## src/rtl/iso_link_pkg.sv

```systemverilog
package iso_link_pkg;

    typedef enum logic [1:0] {
        TX_HOLD    = 2'd0,
        TX_EDGE    = 2'd1,
        TX_REFRESH = 2'd2
    } tx_state_e;

    typedef enum logic {
        RX_TRACK = 1'b0,
        RX_FAULT = 1'b1
    } rx_state_e;

endpackage

```

## src/rtl/iso_sync.sv

```systemverilog
module iso_sync #(
    parameter int STAGES = 2
) (
    input  logic clk,
    input  logic rst_n,
    input  logic d_i,
    output logic q_o
);
    logic [STAGES-1:0] chain_q;

    always_ff @(posedge clk or negedge rst_n) begin
        if (!rst_n) chain_q[0] <= 1'b0;
        else        chain_q[0] <= d_i;
    end

    generate
        for (genvar g = 1; g < STAGES; g++) begin : g_stage
            always_ff @(posedge clk or negedge rst_n) begin
                if (!rst_n) chain_q[g] <= 1'b0;
                else        chain_q[g] <= chain_q[g-1];
            end
        end
    endgenerate

    assign q_o = chain_q[STAGES-1];
endmodule

```

## src/rtl/iso_tx_encoder.sv

```systemverilog
module iso_tx_encoder
    import iso_link_pkg::*;
#(
    parameter int REFRESH_CYCLES = 100,
    parameter int SYNC_STAGES    = 2
) (
    input  logic clk,
    input  logic rst_n,
    input  logic din_i,
    output logic set_o,
    output logic clr_o
);
    localparam int CW = (REFRESH_CYCLES > 2) ? $clog2(REFRESH_CYCLES) : 1;
    localparam logic [CW-1:0] CNT_LAST = CW'(REFRESH_CYCLES - 1);

    logic          lvl_s;
    logic          prev_q;
    logic          lvl_q;
    logic [CW-1:0] cnt_q;
    logic          edge_w;
    tx_state_e     state_q;
    tx_state_e     state_d;

    iso_sync #(.STAGES(SYNC_STAGES)) u_sync (
        .clk  (clk),
        .rst_n(rst_n),
        .d_i  (din_i),
        .q_o  (lvl_s)
    );

    assign edge_w = lvl_s ^ prev_q;

    // next-state selection: edge has priority over refresh
    always_comb begin
        if (edge_w)                 state_d = TX_EDGE;
        else if (cnt_q == CNT_LAST) state_d = TX_REFRESH;
        else                        state_d = TX_HOLD;
    end

    // state register with level and idle counter
    always_ff @(posedge clk or negedge rst_n) begin
        if (!rst_n) begin
            state_q <= TX_HOLD;
            prev_q  <= 1'b0;
            lvl_q   <= 1'b0;
            cnt_q   <= '0;
        end else begin
            state_q <= state_d;
            prev_q  <= lvl_s;
            lvl_q   <= lvl_s;
            if (state_d != TX_HOLD) cnt_q <= '0;
            else                    cnt_q <= cnt_q + 1'b1;
        end
    end

    // outputs decoded from the state register
    always_comb begin
        set_o = 1'b0;
        clr_o = 1'b0;
        unique case (state_q)
            TX_HOLD: begin
                set_o = 1'b0;
                clr_o = 1'b0;
            end
            TX_EDGE, TX_REFRESH: begin
                set_o = lvl_q;
                clr_o = !lvl_q;
            end
            default: begin
                set_o = 1'b0;
                clr_o = 1'b0;
            end
        endcase
    end


    no_dual_strobe_chk: assert property (@(posedge clk) disable iff (!rst_n)
        !(set_o && clr_o));

    single_cycle_set_chk: assert property (@(posedge clk) disable iff (!rst_n)
        set_o |=> !set_o);

    rise_to_set_chk: assert property (@(posedge clk) disable iff (!rst_n)
        (lvl_s && !prev_q) |=> set_o);

    fall_to_clr_chk: assert property (@(posedge clk) disable iff (!rst_n)
        (!lvl_s && prev_q) |=> clr_o);

    refresh_due_chk: assert property (@(posedge clk) disable iff (!rst_n)
        (cnt_q == CNT_LAST) |=> (set_o || clr_o));
endmodule

```

## src/rtl/iso_rx_decoder.sv

```systemverilog
module iso_rx_decoder
    import iso_link_pkg::*;
#(
    parameter int   WDOG_CYCLES = 500,
    parameter logic DEFAULT_OUT = 1'b0
) (
    input  logic clk,
    input  logic rst_n,
    input  logic set_i,
    input  logic clr_i,
    output logic dout_o,
    output logic fault_o
);
    localparam int WW = (WDOG_CYCLES > 2) ? $clog2(WDOG_CYCLES) : 1;
    localparam logic [WW-1:0] WD_LAST = WW'(WDOG_CYCLES - 1);

    rx_state_e     state_q;
    rx_state_e     state_d;
    logic          dout_q;
    logic          dout_d;
    logic [WW-1:0] wd_q;
    logic          any_w;
    logic          expire_w;

    assign any_w    = set_i | clr_i;
    assign expire_w = !any_w && (wd_q == WD_LAST);

    always_comb begin
        state_d = state_q;
        unique case (state_q)
            RX_TRACK: if (expire_w) state_d = RX_FAULT;
            RX_FAULT: if (any_w)    state_d = RX_TRACK;
            default:  state_d = RX_TRACK;
        endcase
    end

    always_comb begin
        if (set_i && !clr_i)                           dout_d = 1'b1;
        else if (clr_i && !set_i)                      dout_d = 1'b0;
        else if (state_q == RX_TRACK && state_d == RX_FAULT) dout_d = DEFAULT_OUT;
        else                                           dout_d = dout_q;
    end

    // state register with output level and watchdog count
    always_ff @(posedge clk or negedge rst_n) begin
        if (!rst_n) begin
            state_q <= RX_TRACK;
            dout_q  <= DEFAULT_OUT;
            wd_q    <= '0;
        end else begin
            state_q <= state_d;
            dout_q  <= dout_d;
            if (any_w)                wd_q <= '0;
            else if (wd_q != WD_LAST) wd_q <= wd_q + 1'b1;
        end
    end

    // outputs
    always_comb begin
        dout_o  = dout_q;
        fault_o = (state_q == RX_FAULT);
    end


    set_applies_chk: assert property (@(posedge clk) disable iff (!rst_n)
        (set_i && !clr_i) |=> dout_o);

    clr_applies_chk: assert property (@(posedge clk) disable iff (!rst_n)
        (clr_i && !set_i) |=> !dout_o);

    collision_hold_chk: assert property (@(posedge clk) disable iff (!rst_n)
        (set_i && clr_i) |=> $stable(dout_o));

    fault_default_chk: assert property (@(posedge clk) disable iff (!rst_n)
        fault_o |-> (dout_o == DEFAULT_OUT));

    strobe_clears_fault_chk: assert property (@(posedge clk) disable iff (!rst_n)
        any_w |=> !fault_o);
endmodule

```

## src/rtl/iso_pulse_link.sv

```systemverilog
module iso_pulse_link #(
    parameter int   REFRESH_CYCLES = 100,
    parameter int   WDOG_CYCLES    = 500,
    parameter logic DEFAULT_OUT    = 1'b0,
    parameter int   SYNC_STAGES    = 2
) (
    input  logic clk,
    input  logic rst_n,
    input  logic data_in,
    output logic tx_set_o,
    output logic tx_clr_o,
    input  logic rx_set_i,
    input  logic rx_clr_i,
    output logic data_out,
    output logic fault_o
);
    initial begin
        if (WDOG_CYCLES <= REFRESH_CYCLES || REFRESH_CYCLES < 2 || SYNC_STAGES < 2)
            $error("iso_pulse_link: parameters out of range");
    end

    iso_tx_encoder #(
        .REFRESH_CYCLES(REFRESH_CYCLES),
        .SYNC_STAGES   (SYNC_STAGES)
    ) u_tx (
        .clk  (clk),
        .rst_n(rst_n),
        .din_i(data_in),
        .set_o(tx_set_o),
        .clr_o(tx_clr_o)
    );

    iso_rx_decoder #(
        .WDOG_CYCLES(WDOG_CYCLES),
        .DEFAULT_OUT(DEFAULT_OUT)
    ) u_rx (
        .clk    (clk),
        .rst_n  (rst_n),
        .set_i  (rx_set_i),
        .clr_i  (rx_clr_i),
        .dout_o (data_out),
        .fault_o(fault_o)
    );
endmodule

```

## config.mk

```make
export PLATFORM = sky130hd
export DESIGN_NAME = iso_pulse_link
export DESIGN_NICKNAME = d
export VERILOG_FILES = /design/src/rtl/iso_link_pkg.sv /design/src/rtl/iso_sync.sv /design/src/rtl/iso_tx_encoder.sv /design/src/rtl/iso_rx_decoder.sv /design/src/rtl/iso_pulse_link.sv
export SDC_FILE = /design/constraint.sdc
export NUM_CORES = 1
export LEC_CHECK = 0
export ABC_AREA = 1
export BUFFER_PORTS_ARGS = -buffer_cell sky130_fd_sc_hd__clkbuf_2
export CAP_MARGIN = 5
export CORE_UTILIZATION = 50
export CTS_CLUSTER_SIZE = 24
export DETAILED_ROUTE_END_ITERATION = 16
export PLACE_DENSITY = 0.73
export REMOVE_ABC_BUFFERS = 1
export SLEW_MARGIN = 40
export SYNTH_ARGS = -nofsm -noshare
export SYNTH_HDL_FRONTEND = slang
export SYNTH_HIERARCHICAL = 1
export SYNTH_SLANG_ARGS = --single-unit
```

## constraint.sdc

```tcl
create_clock -name clk -period 2.3 [get_ports clk]
set_input_delay 0.23 -clock clk [delete_from_list [all_inputs] [get_ports clk]]
set_output_delay 0.23 -clock clk [all_outputs]
set_load 0.05 [all_outputs]
```

### After elaboration in Yosys (flattened, before gate mapping)

Cells that the tools add are included.

* add/subtract/negate cells: 2
* equal/unequal tests: 5
* multiplexer cells: 13
* bitwise logic cells: 3
* reduce and logical (&&, ||, !) cells: 12

Operator list (number)
* 9-bit two-way mux: 2
* 9-bit by 1-bit adder with 9-bit output (second input constant): 1
* 9-bit == test (second input constant): 1
* 9-bit != test (second input constant): 1
* 7-bit by 1-bit adder with 7-bit output (second input constant): 1
* 7-bit == test (second input constant): 1
* 1-bit two-way mux: 7
* 7-bit two-way mux: 1
* 1-bit logical AND: 4
* 1-bit zero test: 4
* 2-bit two-way mux: 2
* 2-bit nonzero test: 2
* 3-bit nonzero test: 1
* 2-bit by 1-bit == test with 1-bit output (second input constant): 1
* 2-bit == test (second input constant): 1
* 1-bit one-hot mux with 2 select lines: 1
* 2-bit OR reduction: 1
* 1-bit inverter: 1
* 1-bit OR: 1
* 1-bit bitwise XOR: 1

* register bits: 23
* input port bits: 5
* output and inout port bits: 4
* logic and storage cells: 43

### Longest topological paths before layout

* depth after elaboration: 9
* depth in mapped cells: 9
* depth with buffers taken out: 8

### By module

The synthesis kept the hierarchy.

Modules (own cells, without submodules)
* iso_rx_decoder: times used 1, cells each 80, area an instance 614.3 µm², seq. area each 275.3 µm²
* iso_tx_encoder: times used 1, cells each 52, area an instance 489.2 µm², seq. area each 250.2 µm²
* iso_sync: times used 1, cells each 2, area an instance 50.0 µm², seq. area each 50.0 µm²

### Worst setup path before layout

No wires, ideal clock.

* path kind: register to output
* start: register u_tx.state_q[1]
* end: output tx_clr_o
* data arrival time: 1.137 ns
* required time: 2.070 ns
* slack: 0.933 ns
* cell stages (with the launch flop): 3
* path buffers: 0
* cell sequence: dfrtp_1 -> xnor2_1 -> nor2_1

* longest elaborated chain between the ends: 3
* elaborated cells on any way between the ends: 4
* those cells by class: eq/ne (2); mux (1); reduce/logical (1)

RTL lines
* from (decl): line iso_tx_encoder.sv:21 `tx_state_e state_q;`
* from (signal assigned): line iso_tx_encoder.sv:48 `state_q <= state_d;`
* 2-bit by 1-bit == test with 1-bit output or 2-bit == test (tied branches): line iso_tx_encoder.sv:60 `unique case (state_q)`
* 2-bit OR reduction *: line iso_tx_encoder.sv:60
* 1-bit two-way mux *: line iso_tx_encoder.sv:60
* to (decl): line iso_pulse_link.sv:11 `output logic tx_clr_o,`

Mark *: on every way between the ends. The rest lies on a longest branch, timed or not.

### Worst setup path in the final report

Ends and elaborated chain as after synthesis.

==> parameters.txt <==
Parameter                              Value

Timing
  Unrepaired setup endpoints after global routing    false
  Number of max-slew violations in the final report    0
  Transition time at the pin with the least slew margin    538 ps
  Clock period minus final worst setup slack    1420 ps
  Summed negative setup slack over all endpoints    0 ps
  Number of hold-slack violations in the final timing report    0
  Part of the cycle the worst path needs    61.6%
  Post-layout worst setup margin    884 ps
  Final setup viols    0
  Fmax    706 MHz
  Worst Clk Skew    0.820 ps
  Worst slew margin relative to its limit    64.1%

Synth
  Flop and latch count out of synthesis    23
  Yosys warning count    6
  Combined area of all synthesized cells    1150 um2
  Synthesized area per cell    8.61 um2
  Fraction of the yosys area taken by sequential cells    49.9%
  Synth Instances    134
  Library cells used by synthesis    20

Floorplanning
  Die height    50.0 um
  Core region area    2190 um2
  Die outline width    50.0 um
  Io pins    9
  Row Count    17
  Die Outline Area    2500 um2
  Initial core utilization    52.7%

Power
  Largest vdd supply drop    0.464 mV
  Net switching share of the total power    26.1%
  Power per Cell Area    555 nW/um2
  Net switching power    181 uW
  Total power consumption of the routed design    696 uW
  Logic gate share of total power    12.3%
  Leakage component of the power    0.624 nW
  Internal Pwr Total    514 uW
  Sequential group share of total power    62.5%
  Portion of total power attributed to the clock network    25.3%

Hold path
  Cell count of the worst hold path    1
  Kind of path behind the tightest hold check    in2reg

Clock network
  CTS clk-pin slew, worst paths    120 ps
  CTS tree    yes
  Quantity of hold-fixing buffers added after cts    1
  Clock insertion delay at the later pin of the skew report    300 ps
  Total clock sinks    23
  Cts bufs inserted    3
  Number of levels in the clock H-tree    1
  Post-cts resize count    0
  Clock buffer depth    2
  Clock root buffer    clkbuf_4
  Number of setup buffers added after CTS    0

Global routing
  Vias in the first global route    770
  Met1 GRT Util    18.1%
  GR Util All Layers    16.2%
  Antenna violations before repair    0
  Layer carrying the most global-route usage    met2
  Met2 demand-to-capacity share in global routing    27.6%
  Maximum number of pins on one net before global-route repair    24
  Met3 capacity usage during global routing    3.70%
  Wire length of the first global-routing pass    2970 um
  GRT overflow    0

Critical path
  Critical path class    reg2out
  Cells along the critical path    xnor2_1 > nor2_1 > clkbuf_2
  Largest stage delay, worst path    390 ps
  Required time reported for the critical path endpoint    2070 ps
  Data arrival time of the worst path    1190 ps
  Startpoint class of the critical path    flop
  Crit-path max FO    2
  Cell with the biggest individual delay on the critical path    dfrtp_1
  Number of cell instances on the worst register-to-register path    7
  Critical Path End Type    output pin

Status
  Result of the run    complete, no violations

Routing
  Routed wire length    1720 um
  Via count normalized by instance count    4.91
  Average wire per cell in the routed design    9.88 um
  Number of iterations in the first detailed-routing pass    4
  DR vias    855
  Initial DRC Count    9
  Number of routed nets with antenna violations    0
  Count of unresolved DRC violations after routing    0

Cells and area
  Number of fillers in the final layout    209
  Ratio of cells with drive above 1 in the final layout    18.5%
  Commonest non-fill, non-tap cells in the layout    30 x nand2_1, 23 x dfrtp_1, 18 x inv_1, 18 x nor2_1, 10 x nand3_1
  Final-stage net count    156
  Antenna diode count    0
  Commonest non-fill, non-tap cell in the layout    nand2_1
  Area delta synth->final    8.57%

Placement
  Count of input and output buffers    8
  Global placement routability congestion    0.858
  HPWL Detailed    1340 um
  Pre-CTS worst setup slack    991 ps

Flow run
  MaxCap Viol Count    0
## cell type report
cell class | count | area (um2) | area share, %
tap | 28 | 35.0 | 2.80
timing repair buffer | 9 | 50.0 | 4.00
clock buffer | 3 | 22.5 | 1.80
sequential | 23 | 576 | 46.0
inverter | 18 | 67.6 | 5.39
clock inverter | 1 | 5.00 | 0.400
multi-input combinational | 92 | 497 | 39.7
## synth_stat cells (all sizes together)
library cell,n,area (um2)
inv,18,67.6
xnor2,3,33.8
xor2,1,8.76
nand3b,2,18.8
nor2,27,124
dfrtp,23,576
a21oi,4,20.0
nand2,32,130
ha,4,50.1
nand3,12,70.1
o21bai,2,15.0
nand4,1,6.26
clkbuf,1,13.8
o21ai,4,20.0
## worst paths after layout
path	start	endpoint	slack, ps
worst min register to register	u_tx/u_sync/chain_q[0]	u_tx/u_sync/q_o	360
worst min-delay path	data_in	u_tx/u_sync/chain_q[0]	30
worst max register to register	u_rx/wd_q[0]	u_rx/wd_q[0]	980
min in group asynchronous	rst_n	u_tx/cnt_q[4]	430
max in group asynchronous	rst_n	u_rx/wd_q[1]	1520
worst max-delay path	u_tx/state_q[1]	tx_clr_o	880
## metrics by stage
| step | util [%] | cells | hold slack [ps] | cell area (um2) |
|---|---|---|---|---|
| after floorplan | - | 133 | -65.6 | 1140 |
| after global placement | 55.5 | 169 | 243 | 1210 |
| after detailed placement | 55.5 | 169 | 242 | 1210 |
| after CTS | 57.2 | 174 | 23.2 | 1250 |
| after global routing | 57.2 | 174 | 16.9 | 1250 |
| final | 57.2 | 174 | 31.5 | 1250 |
## logic make-up after synthesis
kind of cell / after synthesis / share of synthesized area (%)
AOI/OAI and AO/OA: 10 / 4.77
and+or+nand+nor: 74 / 30.3
DFF: 23 / 49.9
xor gates and xnor gates: 4 / 3.69
buffers and inverters: 19 / 7.05
adders and majority gates: 4 / 4.34
## power groups by stage
stage          Combinational, mW  Sequential [mW]  Clock, mW
6_report                  0.0852            0.434      0.176
5_1_grt                   0.0949            0.437      0.204
4_1_cts                   0.0869            0.435      0.184
3_5_place_dp              0.0855            0.442          0
3_3_place_gp              0.0831            0.442          0
2_1_floorplan             0.0553            0.447          0
## per-layer routing
layer  vias up  wire length (um)
li1        438                 -
met4         0                16
met1       402               798
met2        13               850
met3         2                55
met5         -                 0
## state kept, by name (all words and copies together), names as in the netlist
signal and flops:
u_rx/wd_q 9, u_rx/dout_o 1, u_tx/cnt_q 7, u_tx/u_sync/chain_q 1, u_tx/lvl_q 1, u_tx/u_sync/q_o 1
u_rx/fault_o 1, u_tx/state_q 2
## worst max-delay path, delay by kind of cell, from the launching register on
| kind | cells | cell delay, ps |
|---|---|---|
| xor gates and xnor gates | 1 | 140 |
| buffers and inverters | 1 | 270 |
| DFF | 1 | 390 |
| and+or+nand+nor | 1 | 80 |
(Power assumes the default switching activity.)
